==> config.mk <==
export PLATFORM = sky130hd
export DESIGN_NAME = xtalk_vc_tx
export DESIGN_NICKNAME = d
export VERILOG_FILES = /design/src/rtl/xtalk_vc_tx.sv
export SDC_FILE = /design/constraint.sdc
export NUM_CORES = 1
export LEC_CHECK = 0
export BUFFER_PORTS_ARGS = -buffer_cell sky130_fd_sc_hd__buf_2
export CAP_MARGIN = 40
export CORE_MARGIN = 2
export CORE_UTILIZATION = 50
export CTS_CLUSTER_DIAMETER = 40
export DETAILED_ROUTE_END_ITERATION = 10
export GPL_ROUTABILITY_DRIVEN = 1
export PLACE_DENSITY = 0.77
export SLEW_MARGIN = 20
export SYNTH_ARGS = -nofsm -noshare
export SYNTH_HDL_FRONTEND = slang
export SYNTH_SLANG_ARGS = --single-unit
==> constraint.sdc <==
create_clock -name clk -period 3.8 [get_ports clk]
set_input_delay 0.76 -clock clk [delete_from_list [all_inputs] [get_ports clk]]
set_output_delay 0.76 -clock clk [all_outputs]
set_load 0.05 [all_outputs]
==> src/rtl/xtalk_vc_tx.sv <==
module xtalk_vc_tx #(
  parameter int WIDTH     = 16,
  parameter int HOLD_LOW  = 1,
  parameter int HOLD_MID  = 2,
  parameter int HOLD_HIGH = 3
) (
  input  logic             clk,
  input  logic             rst_n,
  input  logic             in_valid,
  input  logic [WIDTH-1:0] in_data,
  output logic             in_ready,
  output logic [WIDTH-1:0] bus_out,
  output logic             rx_strobe,
  output logic [WIDTH-1:0] rx_data
);
  localparam int HMAX12 = (HOLD_LOW > HOLD_MID) ? HOLD_LOW : HOLD_MID;
  localparam int HMAX   = (HMAX12 > HOLD_HIGH) ? HMAX12 : HOLD_HIGH;
  localparam int CW     = $clog2(HMAX + 1);

  logic [WIDTH-1:0] line_q;
  logic [CW-1:0]    hold_q;
  logic [CW-1:0]    hold_sel;
  logic [WIDTH+1:0] rise_x, fall_x;
  logic [WIDTH-1:0] sev_hi, sev_mid;

  assign rise_x = {1'b0, in_data & ~line_q, 1'b0};
  assign fall_x = {1'b0, ~in_data & line_q, 1'b0};

  function automatic logic [2:0] pair_cost(input logic cu, input logic cd,
                                           input logic nu, input logic nd);
    if (!(cu | cd))      return {2'b00, nu | nd};
    else if (!(nu | nd)) return 3'd1;
    else if (cu == nu)   return 3'd0;
    else                 return 3'd2;
  endfunction

  for (genvar i = 0; i < WIDTH; i++) begin : g_line
    logic [2:0] factor;
    assign factor = pair_cost(rise_x[i+1], fall_x[i+1], rise_x[i],   fall_x[i])
                  + pair_cost(rise_x[i+1], fall_x[i+1], rise_x[i+2], fall_x[i+2]);
    assign sev_hi[i]  = (factor >= 3'd3);
    assign sev_mid[i] = (factor == 3'd2);
  end

  always_comb begin
    if (|sev_hi)       hold_sel = CW'(HOLD_HIGH);
    else if (|sev_mid) hold_sel = CW'(HOLD_MID);
    else               hold_sel = CW'(HOLD_LOW);
  end

  assign in_ready  = (hold_q <= CW'(1));
  assign rx_strobe = (hold_q == CW'(1));
  assign bus_out   = line_q;

  always_ff @(posedge clk or negedge rst_n) begin
    if (!rst_n) begin
      line_q  <= '0;
      hold_q  <= '0;
      rx_data <= '0;
    end else begin
      if (in_valid && in_ready) begin
        line_q <= in_data;
        hold_q <= hold_sel;
      end else if (hold_q != '0) begin
        hold_q <= hold_q - CW'(1);
      end
      if (rx_strobe) rx_data <= line_q;
    end
  end
endmodule

==> PnR_summary.wiki, run 1 <==
{| class="wikitable"
! Metric !! Value
|-
| Total overflow reported by the global router || 0
|-
| Router iterations before antenna repair || 4
|-
| RSZ-0062 raised after global routing || false
|-
| Starting density of the core || 51.5%
|-
| Number of distinct library cells after synthesis || 31
|-
| CTS clock-pin slew for the worst setup and hold paths || roughly 0.07 ns
|-
| Final weighted congestion in routability-driven placement || roughly 0.94
|-
| Initial antenna violation count || 0
|-
| Ratio of cells with drive above 1 in the final layout || 32.3%
|-
| Later-pin clock latency in the skew report || 0.29 ns
|-
| Root Driver || clkbuf_8
|-
| Number of CTS-inserted buffers || 5
|-
| Sinks on Clock Net || 34
|-
| Clock skew || 0.00862 ns
|-
| Slack of the worst reg-to-reg path || 0.74 ns
|-
| Setup crit end kind || flip-flop
|-
| Arrival time worst endpoint || around 3.4 ns
|-
| Drc violations || 0
|-
| Startpoint type of the worst setup path || input port
|-
| Reg2Reg Capture Point || hold_q[0]
|-
| I/O pin count || 53
|-
| FF-to-FF path depth || 11
|-
| Via count of the first global-routing pass || 2049
|-
| Endpoints failing hold || 0
|-
| Primary FF master, synth || dfrtp_1
|-
| Total count of max-transition violations in the final report || 0
|-
| Wire length of the first global-routing pass || 9.55 mm
|-
| #FFs+latches synth || 34
|-
| Synth top area share || 30.0%
|-
| Iter 0 DRT Violations || 55
|-
| Final worst path period share || 84.6%
|-
| Setup fix buffers added after clock tree synthesis || 0
|-
| Most instantiated library cell after synthesis || ha_1
|-
| Reported max-cap violation count || 0
|-
| Final critical delay including setup and external delays || 3.21 ns
|-
| Vias post-DR || 2027
|-
| WP data required || 3.95 ns
|-
| Post-cts gate resize count || 0
|-
| Global Route Usage Sum || 19.5%
|-
| Fin Setup TNS || 0 ns
|-
| Die area || 6290 um2
|-
| Hold/Removal Path Class || input port to async pin
|-
| Total of endpoints with negative setup slack in the final report || 0
|-
| FP Rows || 27
|-
| Area growth syn-to-layout || 15.0%
|-
| Number of antenna repair diodes || 0
|-
| Detailed-route wire length per cell || 14.8 um
|-
| Hold-fix buffers, CTS || 0
|-
| Critical Setup Path Class || input port to flip-flop
|-
| Number of nets at the end of the flow || about 370
|-
| YS warnings || 0
|-
| Core area || 5510 um2
|-
| Transition time of the tightest slew-check pin || between 0.5 and 0.6 ns
|-
| Maximum frequency from static timing analysis || 0.311 GHz
|-
| Number of synthesized flops with an enable pin || 0
|-
| Run status || finished, final reports clean
|-
| Mean number of vias per cell || 5.41
|-
| ANT nets after route || 0
|-
| Async set-reset flop share out of synthesis || 100%
|-
| Critical Path Fanout Max || 8
|-
| Slew margin rel. || 65.9%
|-
| Ranking of synthesized cells by instance count || ha_1 (36), dfrtp_1 (34), mux2_2 (33), nor3_1 (29), inv_1 (21)
|-
| Reg-to-Reg Start || bus_out[1]
|-
| Cell type with the highest aggregate area in the netlist || dfrtp_1
|-
| H-tree depth reported by CTS || 2
|-
| Sequential cell area fraction in the yosys report || 30.0%
|-
| Routed wire length || 5.54 mm
|-
| Placed wire-length estimate after detailed placement || around 4.4 mm
|-
| Mapped Area || ~2800 um2
|-
| Number of instances in the synthesized netlist || 256
|-
| Chip height || 79.3 um
|-
| Most area-consuming cells after synthesis || dfrtp_1 (30%), ha_1 (16%), mux2_2 (13%)
|-
| Pin count of the biggest net entering global routing || 35
|-
| Horizontal die dimension || 79.3 um
|-
| Clock tree from TritonCTS || done
|-
| Total nets after synthesis || 325
|-
| Synth Area per Inst || 11.1 um2
|-
| Number of buffers inserted by port buffering || 52
|-
| Clk buf depth || 2
|}
[through the flow]
stage	instance area (um2)	hold slack, ns	instances	util [%]	setup WS (ns)
3_5_place_dp	3130	0.495	366	56.8	0.332
2_1_floorplan	2840	0.464	256	-	0.703
4_1_cts	3240	0.511	374	58.8	0.604
5_1_grt	3260	0.427	375	59.3	0.417
6_report	3260	0.402	375	59.3	0.585
3_3_place_gp	3130	0.484	366	56.8	0.394
[sequential cells by signal, indices dropped and copies added, names as in the netlist]
register	count
hold_q	2
bus_out	16
rx_data	16
[layout make-up]
cell class / instances / area [um2]
repair buffers: 54 / 295
inverters: 21 / 78.8
flip-flops and latches: 34 / 851
well taps: 72 / 90.1
clock inverters: 1 / 30.0
fillers: 476 / 2240
clock buffers: 7 / 76.3
multi-input cells: 186 / 1840
[layout by cell type, fill, tap and decap left out, drive strengths merged]
cell type / Yosys / layout
dfrtp: 34 / 34
a22oi: 7 / 7
inv: 21 / 21
nand2: 1 / 1
nor2b: 1 / 1
a2111oi: 1 / 1
bufinv: 0 / 1
a21oi: 1 / 1
nor3: 29 / 29
ha: 36 / 36
nor3b: 5 / 5
nor2: 10 / 10
and4: 1 / 1
xor2: 15 / 15
or4: 1 / 1
fa: 14 / 14
xnor2: 15 / 15
a22o: 3 / 3
a211oi: 3 / 3
and3: 1 / 1
nor4: 4 / 4
nand2b: 1 / 1
nand4: 3 / 3
a222oi: 1 / 1
clkbuf: 11 / 7
mux2: 33 / 33
buf: 4 / 54
[how the worst max path moves through the flow]
stage	start	endpoint	cells after the start
detailed placement	in_data[1]	hold_q[0]	11
finish	in_data[1]	hold_q[0]	11
global route	in_data[1]	hold_q[0]	11
CTS	in_data[1]	hold_q[0]	11
floorplan	in_data[1]	hold_q[0]	10
global placement	in_data[1]	hold_q[0]	11
[worst max-delay path: stages]
cell,delay [ns]
buf_2,0.11
ha_1,0.40
ha_1,0.32
inv_1,0.04
ha_1,0.18
fa_1,0.46
a22oi_1,0.31
nand4_4,0.12
nor4_1,0.36
and3_1,0.23
a22oi_1,0.09
[metal layers]
| metal | wire length, um | GRT usage, % | vias to the layer above |
|---|---|---|---|
| met5 | 0 | 0 | - |
| met4 | 100 | 5.17 | 0 |
| met3 | 287 | 4.09 | 11 |
| met2 | 2680 | 33.5 | 60 |
| met1 | 2480 | 25.0 | 970 |
| li1 | - | - | 986 |
[kinds of logic after synthesis]
kind of cell,synth area share [%]
AND/OR/NAND/NOR,11.5
adder cells (fa/ha/maj),25.8
buffers and inverters,5.07
flip-flops,30.0
multiplexers,13.1
XOR/XNOR,9.53
AO/OA/AOI/OAI,5.07
Power of run 1 is not shown: default switching activity piles up to over one toggle a cycle in this logic, so the estimate is an artifact.
==> inputs of run 2 (changes only) <==
- clock period: 3.8 -> 3.1 ns (I/O delays scaled with it)
==> run 2 against run 1 <==
Compared with the run above: routed wire length rose by 3.4%; core utilization rose by 1.9 points; die area did not move; largest cell class unchanged; cell count rose by 4.0%; hold slack got worse by 0.13 ns; global-route usage barely moved; sequential cell count did not move.
==> PnR_summary.wiki, run 2 (same netlist as run 1, synthesis figures left out) <==
{| class="wikitable"
! Metric !! Value
|-
| Run status || finished, final reports clean
|-
| Final worst path period share || 94.3%
|-
| Global Route Usage Sum || 19.5%
|-
| Chip height || ~79 um
|-
| Transition time of the tightest slew-check pin || 0.440 ns
|-
| Number of CTS-inserted buffers || 5
|-
| I/O pin count || 53
|-
| WP data required || 3.25 ns
|-
| Final non-filler cell area || 3370 um2
|-
| Final cell utilization of the core || 61.1%
|-
| Clk buf depth || 2
|-
| Slew margin rel. || 70.7%
|-
| Detailed-route wire length per cell || 14.7 um
|-
| Most frequent cells in the layout || buf_2 (52), ha_1 (36), dfrtp_1 (34), mux2_2 (33), nor3_1 (29)
|-
| Iter 0 DRT Violations || 79
|-
| Maximum frequency from static timing analysis || 0.342 GHz
|-
| WHS || 0.271 ns
|-
| Via count of the first global-routing pass || around 2100
|-
| Number of nets at the end of the flow || a little under 400
|-
| Endpoints failing hold || 0
|-
| CTS clock-pin slew for the worst setup and hold paths || 0.07 ns
|-
| Router iterations before antenna repair || 5
|-
| Startpoint type of the worst setup path || input port
|-
| Later-pin clock latency in the skew report || a little under 0.3 ns
|-
| Hold-fix buffers, CTS || 0
|-
| Most common cell after layout, fill and taps aside || buf_2
|-
| Critical Setup Path Class || input port to flip-flop
|-
| Total placed instance area || between 3000 and 4000 um2
|-
| Clock tree from TritonCTS || done
|-
| Critical Path Fanout Max || 5
|-
| Area growth syn-to-layout || 18.7%
|-
| Drc violations || 0
|-
| Initial antenna violation count || 0
|-
| Hold/Removal Path Class || input port to async pin
|-
| Starting density of the core || between 50% and 60%
|-
| Routed wire length || 5.73 mm
|-
| Number of buffers inserted by port buffering || between 50 and 60
|-
| Total count of max-transition violations in the final report || 0
|-
| H-tree depth reported by CTS || 2
|-
| Horizontal die dimension || 79.3 um
|-
| Core area || around 5500 um2
|-
| Pin count of the biggest net entering global routing || 35
|-
| Total of endpoints with negative setup slack in the final report || 0
|-
| Arrival time worst endpoint || 3.07 ns
|-
| Post-cts gate resize count || 0
|-
| FP Rows || 27
|-
| Final weighted congestion in routability-driven placement || just under 1
|-
| Mean number of vias per cell || between 5 and 6
|-
| Root Driver || clkbuf_8
|-
| Post-Layout Cell Count || 390
|-
| ANT nets after route || 0
|-
| Reported max-cap violation count || 0
|-
| Placed wire-length estimate after detailed placement || 4.54 mm
|-
| Wire length of the first global-routing pass || 9.69 mm
|-
| Vias post-DR || 2091
|-
| Reg-to-Reg Start || bus_out[11]
|-
| Sinks on Clock Net || 34
|-
| Setup fix buffers added after clock tree synthesis || 0
|-
| Number of antenna repair diodes || 0
|-
| Placed cell count || 381
|-
| Die area || 6290 um2
|-
| Clock skew || approximately 0.0093 ns
|-
| Ratio of cells with drive above 1 in the final layout || 36.2%
|-
| Beginning of the critical path || in_data[11]
|-
| Total overflow reported by the global router || 0
|-
| Setup crit end kind || flip-flop
|-
| Final critical delay including setup and external delays || 2.92 ns
|}
-- run 2: critical path, cell delays in order --
cell and delay [ns]:
buf_2 0.11, ha_1 0.37, xor2_1 0.21, ha_1 0.24, fa_1 0.41, or4_1 0.59
nor4_2 0.26, and3_1 0.21, a22oi_1 0.07
-- run 2: final timing paths --
kind	to	slack, ns	cells past startpoint
min in group clk	rx_data[14]	0.50	1
max in group asynchronous	rx_data[4]	2.39	2
hold / removal	rx_data[11]	0.27	1
setup / recovery	hold_q[1]	0.18	9
hold reg to reg	rx_data[14]	0.50	1
setup reg to reg	hold_q[1]	0.18	9
-- run 2: per-stage QoR --
step           worst slack (ns)   TNS, ns
6_report                  0.177         0
5_1_grt                -0.00737  -0.00737
4_1_cts                   0.159         0
3_5_place_dp             -0.112    -0.209
3_3_place_gp            -0.0762    -0.140
2_1_floorplan            0.0439         0
-- run 2: routing by layer --
layer | vias up | track usage, % | share of wire [%]
li1 | 1021 | - | -
met1 | 1000 | 25.3 | 44
met2 | 62 | 33.2 | 49
met3 | 8 | 4.09 | 5.1
met4 | 0 | 5.17 | 1.1
met5 | - | 0 | 0
-- run 2: final cells by class --
class	count	area, um2
Clock inverter	1	5.00
Multi-Input combinational cell	186	1850
Tap cell	72	90.1
Clock buffer	7	86.3
Fill cell	467	2140
Inverter	21	78.8
Timing Repair Buffer	69	408
Sequential cell	34	851
Power of run 2 is left out for the same reason.
==> inputs of run 3 (changes only) <==
- clock period: 3.1 -> 3.4 ns (I/O delays scaled with it)
==> run 3 against run 2 <==
Compared with the run above: count of clock-buffer cells in the layout unchanged; core utilization decreased by 1.7 points; die area did not move; critical path depth is 2 higher; sequential share of layout area rose by 0.74 points; clock skew is essentially flat; routed wire length down 5.3%; critical path type unchanged.
==> PnR_summary.wiki, run 3 (same netlist as run 1, synthesis figures left out) <==
{| class="wikitable"
! Metric !! Value
|-
| Run status || finished, final reports clean
|-
| Final cell utilization of the core || 59.4%
|-
| Setup crit end kind || flip-flop
|-
| Post-Layout Cell Count || 376
|-
| Total overflow reported by the global router || 0
|-
| Setup fix buffers added after clock tree synthesis || 0
|-
| Ratio of cells with drive above 1 in the final layout || 32.6%
|-
| Total placed instance area || 3140 um2
|-
| Crit path to || hold_q[0]
|-
| Vias post-DR || around 2000
|-
| Number of nets at the end of the flow || 372
|-
| Iter 0 DRT Violations || 61
|-
| Chip height || 79.3 um
|-
| Clock tree from TritonCTS || done
|-
| Die area || around 6300 um2
|-
| Transition time of the tightest slew-check pin || 0.528 ns
|-
| Total of endpoints with negative setup slack in the final report || 0
|-
| Hold-fix buffers, CTS || 0
|-
| Placed cell count || 367
|-
| Clk buf depth || 2
|-
| Most common cell after layout, fill and taps aside || buf_2
|-
| Router iterations before antenna repair || 4
|-
| Final weighted congestion in routability-driven placement || 0.911
|-
| Slack of the worst reg-to-reg path || 0.36 ns
|-
| Via count of the first global-routing pass || about 2000
|-
| ANT nets after route || 0
|-
| Drc violations || 0
|-
| Clock skew || 0.00964 ns
|-
| Number of CTS-inserted buffers || 5
|-
| Critical Path Fanout Max || 8
|-
| Routed wire length || approximately 5.4 mm
|-
| Most frequent cells in the layout || buf_2 (52), ha_1 (36), dfrtp_1 (34), mux2_2 (33), nor3_1 (29)
|-
| RSZ-0062 raised after global routing || false
|-
| Horizontal die dimension || 79.3 um
|-
| Wire length of the first global-routing pass || 9.13 mm
|-
| Post-cts gate resize count || 0
|-
| Reg-to-Reg Start || bus_out[1]
|-
| Fill cell total of the finished layout || between 400 and 500
|-
| Mean number of vias per cell || 5.37
|-
| Root Driver || clkbuf_8
|-
| Sinks on Clock Net || 34
|-
| Core area || 5510 um2
|-
| Global Route Usage Sum || 18.7%
|-
| WHS || ~0.29 ns
|-
| Placed wire-length estimate after detailed placement || 4.28 mm
|-
| Arrival time worst endpoint || about 3.3 ns
|-
| FP Rows || 27
|-
| Number of buffers inserted by port buffering || 52
|-
| Number of antenna repair diodes || 0
|-
| Beginning of the critical path || in_data[1]
|-
| CTS clock-pin slew for the worst setup and hold paths || 0.07 ns
|-
| WP data required || 3.55 ns
|-
| Total count of max-transition violations in the final report || 0
|-
| Later-pin clock latency in the skew report || 0.29 ns
|-
| Final critical delay including setup and external delays || 3.12 ns
|-
| Maximum frequency from static timing analysis || ~0.32 GHz
|-
| Detailed-route wire length per cell || 14.4 um
|-
| H-tree depth reported by CTS || 2
|-
| Final worst path period share || around nine tenths
|-
| Slew margin rel. || 64.7%
|-
| Reported max-cap violation count || 0
|-
| Area growth syn-to-layout || 15.3%
|-
| Startpoint type of the worst setup path || input port
|-
| Initial antenna violation count || 0
|-
| Critical Setup Path Class || input port to flip-flop
|-
| Endpoints failing hold || 0
|-
| FF-to-FF path depth || 11
|-
| Starting density of the core || 51.5%
|-
| Reg2Reg Capture Point || hold_q[0]
|-
| Final non-filler cell area || 3270 um2
|-
| Hold/Removal Path Class || input port to async pin
|-
| Pin count of the biggest net entering global routing || 35
|-
| I/O pin count || between 50 and 60
|}
==> run 3: worst min-delay path by stage <==
| stage | to | from | slack [ns] | depth (start not counted) |
|---|---|---|---|---|
| 2_1_floorplan | bus_out[0] | rst_n | 0.38 | 0 |
| 3_3_place_gp | rx_data[11] | rx_data[11] | 0.48 | 1 |
| 3_5_place_dp | rx_data[15] | rx_data[15] | 0.49 | 1 |
| 4_1_cts | bus_out[11] | rst_n | 0.49 | 1 |
| 5_1_grt | bus_out[11] | rst_n | 0.32 | 1 |
| 6_report | bus_out[11] | rst_n | 0.29 | 1 |
==> run 3: worst max-delay path: stages <==
cell and delay (ns):
buf_2 0.11, ha_1 0.40, ha_1 0.33, inv_1 0.04
ha_1 0.18, fa_1 0.45, a22oi_1 0.29, nand4_4 0.11
nor4_1 0.36, and3_1 0.23, a22oi_1 0.09
==> run 3: final cells by class <==
cell class              instances  area [um2]  share of cell area, %
clock buffers                   7        76.3                   2.33
clock inverters                 1        30.0                  0.918
inverters                      21        78.8                   2.41
multi-input cells             186        1840                   56.3
flip-flops and latches         34         851                   26.0
well taps                      72        90.1                   2.75
repair buffers                 55         303                   9.26
==> run 3: routing by layer <==
layer	routed length (um)	part of all wire [%]	global-route usage, %
met4	93	1.7	5.86
met5	0	0	0
met2	2580	48	30.6
met1	2430	45	24.9
met3	322	5.9	3.86
==> run 3: metrics by stage <==
stage                     setup TNS (ns)  setup slack [ns]
after detailed placement         -0.0171           -0.0171
final                                  0             0.281
after floorplan                        0             0.344
after global placement                 0            0.0587
after global routing                   0             0.121
after CTS                              0             0.292
Power of run 3 is left out for the same reason.
